### src/rtl/exc_pkg.sv
package exc_pkg;
  localparam int XLEN   = 32;
  localparam int MODE_W = 5;
  localparam int NSRC   = 7;
  localparam int I_BIT  = 7;
  localparam int F_BIT  = 6;
  localparam int T_BIT  = 5;
  localparam int OFS_W  = 5;

  // source index doubles as priority rank: 0 is highest
  localparam int S_RESET = 0;
  localparam int S_DABT  = 1;
  localparam int S_FIQ   = 2;
  localparam int S_IRQ   = 3;
  localparam int S_PABT  = 4;
  localparam int S_UNDEF = 5;
  localparam int S_SWI   = 6;

  localparam logic [MODE_W-1:0] M_USR = 5'h10;
  localparam logic [MODE_W-1:0] M_FIQ = 5'h11;
  localparam logic [MODE_W-1:0] M_IRQ = 5'h12;
  localparam logic [MODE_W-1:0] M_SVC = 5'h13;
  localparam logic [MODE_W-1:0] M_ABT = 5'h17;
  localparam logic [MODE_W-1:0] M_UND = 5'h1B;
  localparam logic [MODE_W-1:0] M_SYS = 5'h1F;

  function automatic logic [OFS_W-1:0] vec_offset(input int src);
    case (src)
      S_RESET: return 5'h00;
      S_UNDEF: return 5'h04;
      S_SWI:   return 5'h08;
      S_PABT:  return 5'h0C;
      S_DABT:  return 5'h10;
      S_IRQ:   return 5'h18;
      default: return 5'h1C;
    endcase
  endfunction

  function automatic logic [MODE_W-1:0] target_mode(input int src);
    case (src)
      S_RESET, S_SWI: return M_SVC;
      S_UNDEF:        return M_UND;
      S_PABT, S_DABT: return M_ABT;
      S_IRQ:          return M_IRQ;
      default:        return M_FIQ;
    endcase
  endfunction

  function automatic logic sets_fmask(input int src);
    return (src == S_RESET) || (src == S_FIQ);
  endfunction

  function automatic logic [XLEN-1:0] entry_status(input logic [XLEN-1:0] cur, input int src);
    logic [XLEN-1:0] s;
    s = cur;
    s[I_BIT] = 1'b1;
    s[F_BIT] = cur[F_BIT] | sets_fmask(src);
    s[T_BIT] = 1'b0;
    s[MODE_W-1:0] = target_mode(src);
    return s;
  endfunction

  function automatic logic has_saved_copy(input logic [MODE_W-1:0] m);
    return (m == M_FIQ) || (m == M_IRQ) || (m == M_SVC) || (m == M_ABT) || (m == M_UND);
  endfunction
endpackage

### src/rtl/exc_arbiter.sv
module exc_arbiter
  import exc_pkg::*;
#(
  parameter int N = NSRC
) (
  input  logic [N-1:0] req,
  input  logic         irq_masked,
  input  logic         fiq_masked,
  output logic [N-1:0] grant,
  output logic         any
);
  logic [N-1:0] qual;

  always_comb begin
    qual = req;
    qual[S_IRQ] = req[S_IRQ] & ~irq_masked;
    qual[S_FIQ] = req[S_FIQ] & ~fiq_masked;
  end

  // lowest index wins
  always_comb begin
    logic found;
    found = 1'b0;
    grant = '0;
    for (int i = 0; i < N; i++) begin
      if (qual[i] && !found) begin
        grant[i] = 1'b1;
        found = 1'b1;
      end
    end
  end

  assign any = |qual;
endmodule

### src/rtl/exc_entry_calc.sv
module exc_entry_calc
  import exc_pkg::*;
#(
  parameter int              N       = NSRC,
  parameter int              W       = XLEN,
  parameter logic [W-1:0]    LO_BASE = 32'h0000_0000,
  parameter logic [W-1:0]    HI_BASE = 32'hFFFF_0000,
  parameter logic [W-1:0]    RET_ADJ = 32'd4
) (
  input  logic [N-1:0]      grant,
  input  logic [W-1:0]      cur_status,
  input  logic [W-1:0]      cur_pc,
  input  logic              high_vec,
  output logic [W-1:0]      new_status,
  output logic [W-1:0]      new_pc,
  output logic [W-1:0]      link_addr,
  output logic [MODE_W-1:0] tgt_mode
);
  logic [W-1:0]      st_part  [N];
  logic [OFS_W-1:0]  ofs_part [N];
  logic [MODE_W-1:0] md_part  [N];

  // one slice per source, gated by its grant bit
  for (genvar g = 0; g < N; g++) begin : g_src
    assign st_part[g]  = grant[g] ? entry_status(cur_status, g) : '0;
    assign ofs_part[g] = grant[g] ? vec_offset(g)               : '0;
    assign md_part[g]  = grant[g] ? target_mode(g)              : '0;
  end

  always_comb begin
    logic [OFS_W-1:0] ofs;
    new_status = '0;
    ofs        = '0;
    tgt_mode   = '0;
    for (int i = 0; i < N; i++) begin
      new_status = new_status | st_part[i];
      ofs        = ofs | ofs_part[i];
      tgt_mode   = tgt_mode | md_part[i];
    end
    new_pc    = (high_vec ? HI_BASE : LO_BASE) | W'(ofs);
    link_addr = cur_pc + RET_ADJ;
  end
endmodule

### src/rtl/exc_seq.sv
module exc_seq
  import exc_pkg::*;
#(
  parameter int           W       = XLEN,
  parameter logic [W-1:0] LO_BASE = 32'h0000_0000,
  parameter logic [W-1:0] HI_BASE = 32'hFFFF_0000,
  parameter logic [W-1:0] RET_ADJ = 32'd4
) (
  input  logic              clk,
  input  logic              rst_n,
  input  logic              req_reset,
  input  logic              req_undef,
  input  logic              req_swi,
  input  logic              req_pabt,
  input  logic              req_dabt,
  input  logic              req_irq,
  input  logic              req_fiq,
  input  logic              high_vec,
  input  logic              ret_req,
  input  logic [W-1:0]      cur_status,
  input  logic [W-1:0]      cur_pc,
  input  logic [W-1:0]      saved_status_in,
  input  logic [W-1:0]      link_in,
  output logic              status_we,
  output logic [W-1:0]      status_out,
  output logic              spsr_we,
  output logic [MODE_W-1:0] spsr_mode,
  output logic [W-1:0]      spsr_data,
  output logic              lr_we,
  output logic [MODE_W-1:0] lr_mode,
  output logic [W-1:0]      lr_data,
  output logic              pc_we,
  output logic [W-1:0]      pc_out,
  output logic              done
);
  logic [NSRC-1:0]   req_vec;
  logic [NSRC-1:0]   grant;
  logic              take;
  logic              ret_ok;
  logic              accept;
  logic [W-1:0]      ent_status;
  logic [W-1:0]      ent_pc;
  logic [W-1:0]      ent_link;
  logic [MODE_W-1:0] ent_mode;
  logic              any_req;

  always_comb begin
    req_vec          = '0;
    req_vec[S_RESET] = req_reset;
    req_vec[S_DABT]  = req_dabt;
    req_vec[S_FIQ]   = req_fiq;
    req_vec[S_IRQ]   = req_irq;
    req_vec[S_PABT]  = req_pabt;
    req_vec[S_UNDEF] = req_undef;
    req_vec[S_SWI]   = req_swi;
  end

  exc_arbiter #(.N(NSRC)) u_arb (
    .req        (req_vec),
    .irq_masked (cur_status[I_BIT]),
    .fiq_masked (cur_status[F_BIT]),
    .grant      (grant),
    .any        (take)
  );

  exc_entry_calc #(
    .N(NSRC), .W(W), .LO_BASE(LO_BASE), .HI_BASE(HI_BASE), .RET_ADJ(RET_ADJ)
  ) u_calc (
    .grant      (grant),
    .cur_status (cur_status),
    .cur_pc     (cur_pc),
    .high_vec   (high_vec),
    .new_status (ent_status),
    .new_pc     (ent_pc),
    .link_addr  (ent_link),
    .tgt_mode   (ent_mode)
  );

  assign any_req = |req_vec;
  assign accept  = ~done;
  assign ret_ok  = ret_req & has_saved_copy(cur_status[MODE_W-1:0]) & ~take;

  always_ff @(posedge clk) begin
    if (!rst_n) begin
      status_we  <= 1'b0;
      status_out <= '0;
      spsr_we    <= 1'b0;
      spsr_mode  <= '0;
      spsr_data  <= '0;
      lr_we      <= 1'b0;
      lr_mode    <= '0;
      lr_data    <= '0;
      pc_we      <= 1'b0;
      pc_out     <= '0;
      done       <= 1'b0;
    end else begin
      status_we <= 1'b0;
      spsr_we   <= 1'b0;
      lr_we     <= 1'b0;
      pc_we     <= 1'b0;
      done      <= 1'b0;
      if (accept && take) begin
        status_we  <= 1'b1;
        status_out <= ent_status;
        spsr_we    <= 1'b1;
        spsr_mode  <= ent_mode;
        spsr_data  <= cur_status;
        lr_we      <= 1'b1;
        lr_mode    <= ent_mode;
        lr_data    <= ent_link;
        pc_we      <= 1'b1;
        pc_out     <= ent_pc;
        done       <= 1'b1;
      end else if (accept && ret_ok) begin
        status_we  <= 1'b1;
        status_out <= saved_status_in;
        pc_we      <= 1'b1;
        pc_out     <= link_in;
        done       <= 1'b1;
      end
    end
  end

  // completion never lasts more than one cycle
  assert_done_pulse_R11: assert property (@(posedge clk) disable iff (!rst_n)
    done |=> !done);

  // an entry writes all four targets coherently
  assert_entry_writes_R1: assert property (@(posedge clk) disable iff (!rst_n)
    spsr_we |-> (status_we && lr_we && pc_we && spsr_mode == lr_mode
                 && status_out[MODE_W-1:0] == spsr_mode));

  // every entry leaves the interrupt mask set and the state bit clear
  assert_imask_set_R6: assert property (@(posedge clk) disable iff (!rst_n)
    spsr_we |-> (status_out[I_BIT] && !status_out[T_BIT]));

  // a masked normal interrupt alone produces nothing
  assert_irq_masked_R7: assert property (@(posedge clk) disable iff (!rst_n)
    (accept && req_irq && cur_status[I_BIT] && !ret_req &&
     !req_reset && !req_dabt && !req_fiq && !req_pabt && !req_undef && !req_swi)
    |=> !done);

  // at most one source granted at a time
  assert_one_grant_R5: assert property (@(posedge clk) disable iff (!rst_n)
    $onehot0(grant));

  // return from an unprivileged or banked-less mode does nothing
  assert_ret_ignored_R10: assert property (@(posedge clk) disable iff (!rst_n)
    (accept && ret_req && !any_req &&
     (cur_status[MODE_W-1:0] == M_USR || cur_status[MODE_W-1:0] == M_SYS))
    |=> !done);

  // vector addresses are word aligned and skip the unused slot
  assert_vec_slot_R3: assert property (@(posedge clk) disable iff (!rst_n)
    spsr_we |-> (pc_out[1:0] == 2'b00 && pc_out[4:0] != 5'h14));

  // a return touches neither saved status nor link
  assert_ret_writes_R9: assert property (@(posedge clk) disable iff (!rst_n)
    (status_we && !spsr_we) |-> (!lr_we && pc_we));
endmodule

### config.mk
export PLATFORM = sky130hd
export DESIGN_NAME = exc_seq
export DESIGN_NICKNAME = d
export VERILOG_FILES = /design/src/rtl/exc_pkg.sv /design/src/rtl/exc_arbiter.sv /design/src/rtl/exc_entry_calc.sv /design/src/rtl/exc_seq.sv
export SDC_FILE = /design/constraint.sdc
export NUM_CORES = 1
export LEC_CHECK = 0
export ABC_CLOCK_PERIOD_IN_PS = 1800
export BUFFER_PORTS_ARGS = -buffer_cell sky130_fd_sc_hd__buf_2
export CAP_MARGIN = 20
export CORE_UTILIZATION = 25
export CTS_BUF_LIST = sky130_fd_sc_hd__clkbuf_8
export CTS_CLUSTER_SIZE = 28
export DETAILED_ROUTE_END_ITERATION = 8
export GPL_TIMING_DRIVEN = 1
export HOLD_SLACK_MARGIN = 0.05
export PLACE_DENSITY = 0.52
export SLEW_MARGIN = 10
export SYNTH_ARGS = -nofsm -noshare
export SYNTH_HDL_FRONTEND = slang
export SYNTH_SLANG_ARGS = --single-unit
### constraint.sdc
create_clock -name clk -period 1.8 [get_ports clk]
set_input_delay 0 -clock clk [delete_from_list [all_inputs] [get_ports clk]]
set_output_delay 0 -clock clk [all_outputs]
set_load 0.02 [all_outputs]
# Yosys cells after proc, flatten, opt, wreduce, memory -nomap -nowiden
# Cells that the tools add are included.
dict set report word_totals {
  reg_bits 135
  in_bits 139
  out_inout_bits 143
}
dict set report op_classes {
  addsub 1
  n_eq_ne 5
  muxes 40
  n_bitwise 26
  reduce_logical 20
}
# cell count
set ops {}
lappend ops {{$mux W32} 12}
lappend ops {{$or A32 B32 Y32} 6}
lappend ops {{$or A5 B5 Y5} 11}
lappend ops {{$mux W5} 10}
lappend ops {{$add A32 B3 Y32 const B} 1}
lappend ops {{$or A32 B5 Y32} 1}
lappend ops {{$eq A5 B5 Y1 const B} 5}
lappend ops {{$mux W1} 15}
lappend ops {{$logic_and A1 B1 Y1} 8}
lappend ops {{$mux W4} 2}
lappend ops {{$reduce_or A7 Y1} 1}
lappend ops {{$logic_not A1 Y1} 6}
lappend ops {{$and A1 B1 Y1} 4}
lappend ops {{$logic_or A1 B1 Y1} 4}
lappend ops {{$not A1 Y1} 4}
lappend ops {{$mux W3} 1}
lappend ops {{$reduce_bool A2 Y1} 1}

# Depth between registers and ports, before layout
dict set report logic_depth {
  ltp_word 23
  mapped_depth 7
  mapped_depth_nobuf 6
}

# Hierarchy
# Synthesis repeated with hierarchy kept, for this count alone.
dict set report hier_totals {
  cells_unflattened 853
  hier_area_um2 6980.4
}
# mod n_inst cells_each area_per_inst_um2 seq_area_each_um2
set modules_own_cells {}
lappend modules_own_cells {exc_seq 1 684 5789.3 2702.6}
lappend modules_own_cells {exc_entry_calc 1 154 1108.6 0.0}
lappend modules_own_cells {exc_arbiter 1 15 82.6 0.0}

# Worst setup path before layout
# OpenSTA, ideal clock, no wires.
dict set report synth_timing {
  path_type {reg2reg}
  from {reg done}
  to {reg pc_out[16]}
  setup_ns 0.074
  arrival_ns 1.598
  required_time_ns 1.726
  path_slack_ns 0.128
  path_stages_with_launch 7
  synth_period_minus_slack_ns 1.672
  path_cell_list {dfxtp_1 clkbuf_2 nand3b_4 buf_2 clkbuf_1 a221oi_1 a31oi_1}
}
dict set report synth_between {
  elab_chain_cells 3
  elab_cells_between_ends 5
  cone_classes {1 x mux; 1 x bitwise; 3 x reduce/logical}
}
# element line_no
set synth_rtl {}
lappend synth_rtl {{from (decl)} exc_seq.sv:34} ;# output logic done
lappend synth_rtl {{from (signal assigned)} exc_seq.sv:95} ;# done <= 1'b0;
lappend synth_rtl {{from (signal assigned)} exc_seq.sv:101} ;# done <= 1'b0;
lappend synth_rtl {{from (signal assigned)} exc_seq.sv:113} ;# done <= 1'b1;
lappend synth_rtl {{$not A1 Y1 *} exc_seq.sv:80} ;# assign accept = ~done;
lappend synth_rtl {{$logic_and A1 B1 Y1, on equally long branches} {exc_seq.sv:102, exc_seq.sv:114}}
lappend synth_rtl {{$mux W32 or $reduce_bool A2 Y1 (tied branches)} -}
lappend synth_rtl {{to (signal assigned)} exc_seq.sv:112} ;# pc_out <= ent_pc;
lappend synth_rtl {{to (signal assigned)} exc_seq.sv:118} ;# pc_out <= link_in;
lappend synth_rtl {{to (decl)} exc_seq.sv:33} ;# output logic [W-1:0] pc_out,
# Mark *: on every way between the ends. The rest lies on a longest branch, timed or not.
# A chain may end at the register's enable or synchronous reset.

# Worst setup path in the final report
dict set report layout_timing {
  from {in cur_status[2]}
  to {reg pc_out[2]}
}
dict set report layout_between {
  elab_chain_cells 9
  elab_cells_between_ends 13
  cone_classes {5 x eq/ne; 2 x bitwise; 6 x reduce/logical}
}
# element line_no
set layout_rtl {}
lappend layout_rtl {{from (decl)} exc_seq.sv:20} ;# input logic [W-1:0] cur_status,
lappend layout_rtl {{$eq A5 B5 Y1} exc_pkg.sv:64} ;# return (m == M_FIQ) || (m == M_IRQ) || (m == M_SVC) || (m == M_ABT) || (m == M_UND);
lappend layout_rtl {{$logic_or A1 B1 Y1 (3 in a row)} exc_pkg.sv:64}
lappend layout_rtl {{$logic_or A1 B1 Y1 *} exc_pkg.sv:64}
lappend layout_rtl {{$and A1 B1 Y1 * (2 in a row)} exc_seq.sv:81} ;# assign ret_ok = ret_req & has_saved_copy(cur_status[MODE_W-1:0]) & ~take;
lappend layout_rtl {{$logic_and A1 B1 Y1 *} exc_seq.sv:114} ;# end else if (accept && ret_ok) begin
lappend layout_rtl {{$reduce_bool A2 Y1 (no source line) *} -}
# Marks and branches as above.

==> results.md <==
- Status: finished clean
- Hpwl dp: 17100 um
- Initial Utilization: roughly 26%
- RSZ-0062 raised after global routing: false
- Worst skew pair latency: 0.44 ns
- DRC viols: 0
- Hold crit path type: input port to flip-flop
- Syn Std Cell Area: 6350 sq um
- Reg-to-reg slack, setup: about 0.22 ns
- Pre-antenna DRT Iters: 7
- Worst slack, placed: 0.0550 ns
- Sequential element share of the synthesized area: 42.6%
- Minimum clock period after layout: 1.76 ns
- Fin crit share: 97.6%
- Max-cap violations: 0
- Num CTS Buffers: 17
- Max Transition Viols Final: 0
- # IOs: approximately 280
- Final-report setup violation count: 0
- Fmax: 569 MHz
- Die Y-Extent: approximately 160 um
- R2R Path End: pc_out[2]$_SDFFE_PN0P_
- Ys flop type: dfxtp_1
- Routed len/inst: around 17 um
- Global-route usage over all layers: 19.6%
- Max stage delay on crit path: between 0.5 and 0.6 ns
- Number of global-route vias before repair: 7437
- Nets@finish: 1305
- P per Cell Area: 803 nW/um^2
- Worst Setup Start Kind: input port
- Synth cell types: 47
- Port Buf Inserts: 281
- Largest buffer count on any clock path: 2
- Core Area: between 20000 and 25000 sq um
- Postcts setup bufs: 0
- FP Rows: 57
- Worst hold start: req_swi
- CP Capture Type: flip-flop
- Worst Path Buf+Inv: 3
- Clock transition at the registers of the reported paths: around 0.080 ns
- Hold Crit Depth: 5
- CP cell instances: dlygate4sd3_1 -> buf_2 -> or3b_2 -> nor2_4 -> buf_12 -> a221oi_1 -> a311oi_1
- R2R Path Start: done$_SDFF_PN0_
- Critical Path RT: 2.15 ns
- Setup tns final: 0 ns
- Total Wirelength: around 26000 um
- Register-to-Register Path Depth: 5
- Final hold violations: 0
- Largest net degree at the start of global routing: 68
- #FFs+latches synth: 135
- Slew @ Worst Pin: approximately 0.63 ns
- Total die area: roughly 26000 sq um
- Final Skew: ~0.013 ns
- Via Count: 7503
- Static Leak: 0.00421 uW
- EDFF count, synth: 0
- Layout cell share with drive strength beyond 1: 30.9%
- Post-Syn Instances: 786
- Global-route wire length before repair: 40100 um
- GPL Wtd Cong: between 0.7 and 0.8
- TritonCTS clock tree: built
- Worst hold endpoint: lr_mode[2]$_SDFFE_PN0P_
- Final global-route overflow total: 0
- Die width: 161 um
- Post-route ant nets: 0
- Asr flop ratio synth: 0%
- H-tree Lvls: 4
- Critical path class: input port to flip-flop
- Synthesized Nets: 926
- Syn avg cell area: slightly above 8 sq um
- Initial antenna violation count: 3
- Area grow syn2layout: 55.3%
- Slew margin rel.: 58.2%
- Slowest CP cell: dlygate4sd3_1
- Yosys warnings: 0
- Arr. time, crit path: about 2.1 ns
- Initial DRC Count: roughly 520
- Max Fanout on Critical Path: 28
- Top delay family on crit path: buffers and inverters
- Final worst slack: 0.0435 ns
- Worst vdd ir: approximately 440 uV
- Drt via density: 4.99
- CTS Sinks: 135
- Clock root buffer: clkbuf_8
==> cells in the mapped netlist, types with 4 or more instances <==
| master | number | area, sq um |
|---|---|---|
| clkbuf_1 | 38 | 143 |
| nand4_1 | 5 | 31.3 |
| nand3_1 | 103 | 515 |
| nor3_1 | 9 | 45.0 |
| nor2_1 | 33 | 124 |
| dfxtp_1 | 135 | 2700 |
| inv_1 | 7 | 26.3 |
| buf_4 | 15 | 113 |
| o31ai_1 | 4 | 30.0 |
| buf_2 | 20 | 100 |
| a221oi_1 | 50 | 438 |
| xnor2_1 | 19 | 166 |
| nor4_4 | 4 | 85.1 |
| nand2_1 | 114 | 428 |
| a21oi_1 | 69 | 345 |
| xor2_1 | 7 | 61.3 |
| a211oi_1 | 13 | 97.6 |
| a31oi_1 | 50 | 313 |
| buf_1 | 6 | 22.5 |
| and3_1 | 4 | 25.0 |
| o21ai_0 | 45 | 225 |
==> state kept, by name, summed over array words and instances (netlist names) <==
| name | cells |
|---|---|
| done | 1 |
| lr_data | 32 |
| lr_mode | 5 |
| lr_we | 1 |
| pc_out | 32 |
| spsr_data | 32 |
| status_out | 32 |
==> worst max path at each step <==
stage | slack (ns) | depth (start not counted) | from | end
2_1_floorplan | 0.13 | 6 | done$_SDFF_PN0_ | pc_out[16]$_SDFFE_PN0P_
3_3_place_gp | 0.08 | 7 | req_irq | pc_out[8]$_SDFFE_PN0P_
3_5_place_dp | 0.06 | 7 | req_irq | pc_out[11]$_SDFFE_PN0P_
4_1_cts | 0.04 | 7 | req_dabt | pc_out[11]$_SDFFE_PN0P_
5_1_grt | 0.005 | 9 | cur_status[6] | pc_out[2]$_SDFFE_PN0P_
6_report | 0.04 | 7 | cur_status[2] | pc_out[2]$_SDFFE_PN0P_
==> what timing repair did <==
action / in CTS / in global routing
resized for setup: 0 / 4
hold buffers: 134 / 1
setup endpoints to repair: 0 / 21
hold endpoints to repair: 128 / 11
==> cell type report <==
class	instances	area (sq um)
antenna	3	7.51
clock buffer	19	262
clock inverter	13	130
fill	2547	14700
inverter	7	26.3
multi-input combinational	562	3260
sequential	135	2700
tap	324	405
timing repair buffer	442	3070
==> cells by family after synthesis <==
logic type                 synth area share [%]
xor gates and xnor gates                   3.59
AOI/OAI and AO/OA                          24.4
adders and majority gates                 0.197
DFF                                        42.6
buffers and inverters                      6.80
and+or+nand+nor                            22.5
==> report_power, final <==
| group | leakage [uW] | total (uW) | internal (uW) | switching [uW] |
|---|---|---|---|---|
| clock | 0.000203 | 2620 | 1300 | 1320 |
| combinational | 0.00289 | 1930 | 797 | 1130 |
| sequential | 0.00112 | 3380 | 3220 | 153 |
==> cells in the final DEF (no fill, tap or decap), types with 3 or more instances in the layout <==
cell / count
xor2_1: 7
nand2_1: 113
nand4_1: 5
and3_1: 3
inv_1: 7
diode_2: 3
dfxtp_1: 135
clkinv_2: 5
dlygate4sd3_1: 135
a221oi_1: 50
a211oi_1: 13
clkbuf_8: 19
a31oi_1: 50
buf_12: 9
nand3_1: 103
o31ai_1: 4
nor4_4: 4
buf_4: 17
buf_2: 281
nor3_1: 9
o21ai_0: 45
a21oi_1: 69
xnor2_1: 19
nor2_1: 33
==> worst min-delay path: stages <==
cell and delay (ns):
buf_2 0.10, nor2_1 0.04, o21ai_0 0.13, a21oi_1 0.10
o21a_1 0.11
==> metrics by stage <==
stage / std cells / util (%) / area [sq um] / total power (uW) / hold WS, ns
finish: 1505 / 40.1 / 9860 / 7920 / 0.0939
global route: 1505 / 40.1 / 9860 / 8330 / 0.0739
CTS: 1501 / 39.9 / 9820 / 8020 / 0.0579
detailed placement: 1335 / 32.9 / 8090 / 5130 / 0.236
global placement: 1335 / 32.9 / 8090 / 5110 / 0.231
floorplan: 786 / - / 6350 / 4400 / 0.0957
==> routing by layer <==
layer / routed length, um / share of wire (%) / GRT usage (%) / vias to the layer above
met5: 0 / 0 / 0 / -
met4: 309 / 1.2 / 5.87 / 0
met3: 1880 / 7.2 / 5.21 / 19
met2: 12200 / 47 / 33.1 / 296
met1: 11500 / 45 / 24.3 / 3552
li1: - / - / - / 3636
Power figures use the tool's default switching activity.
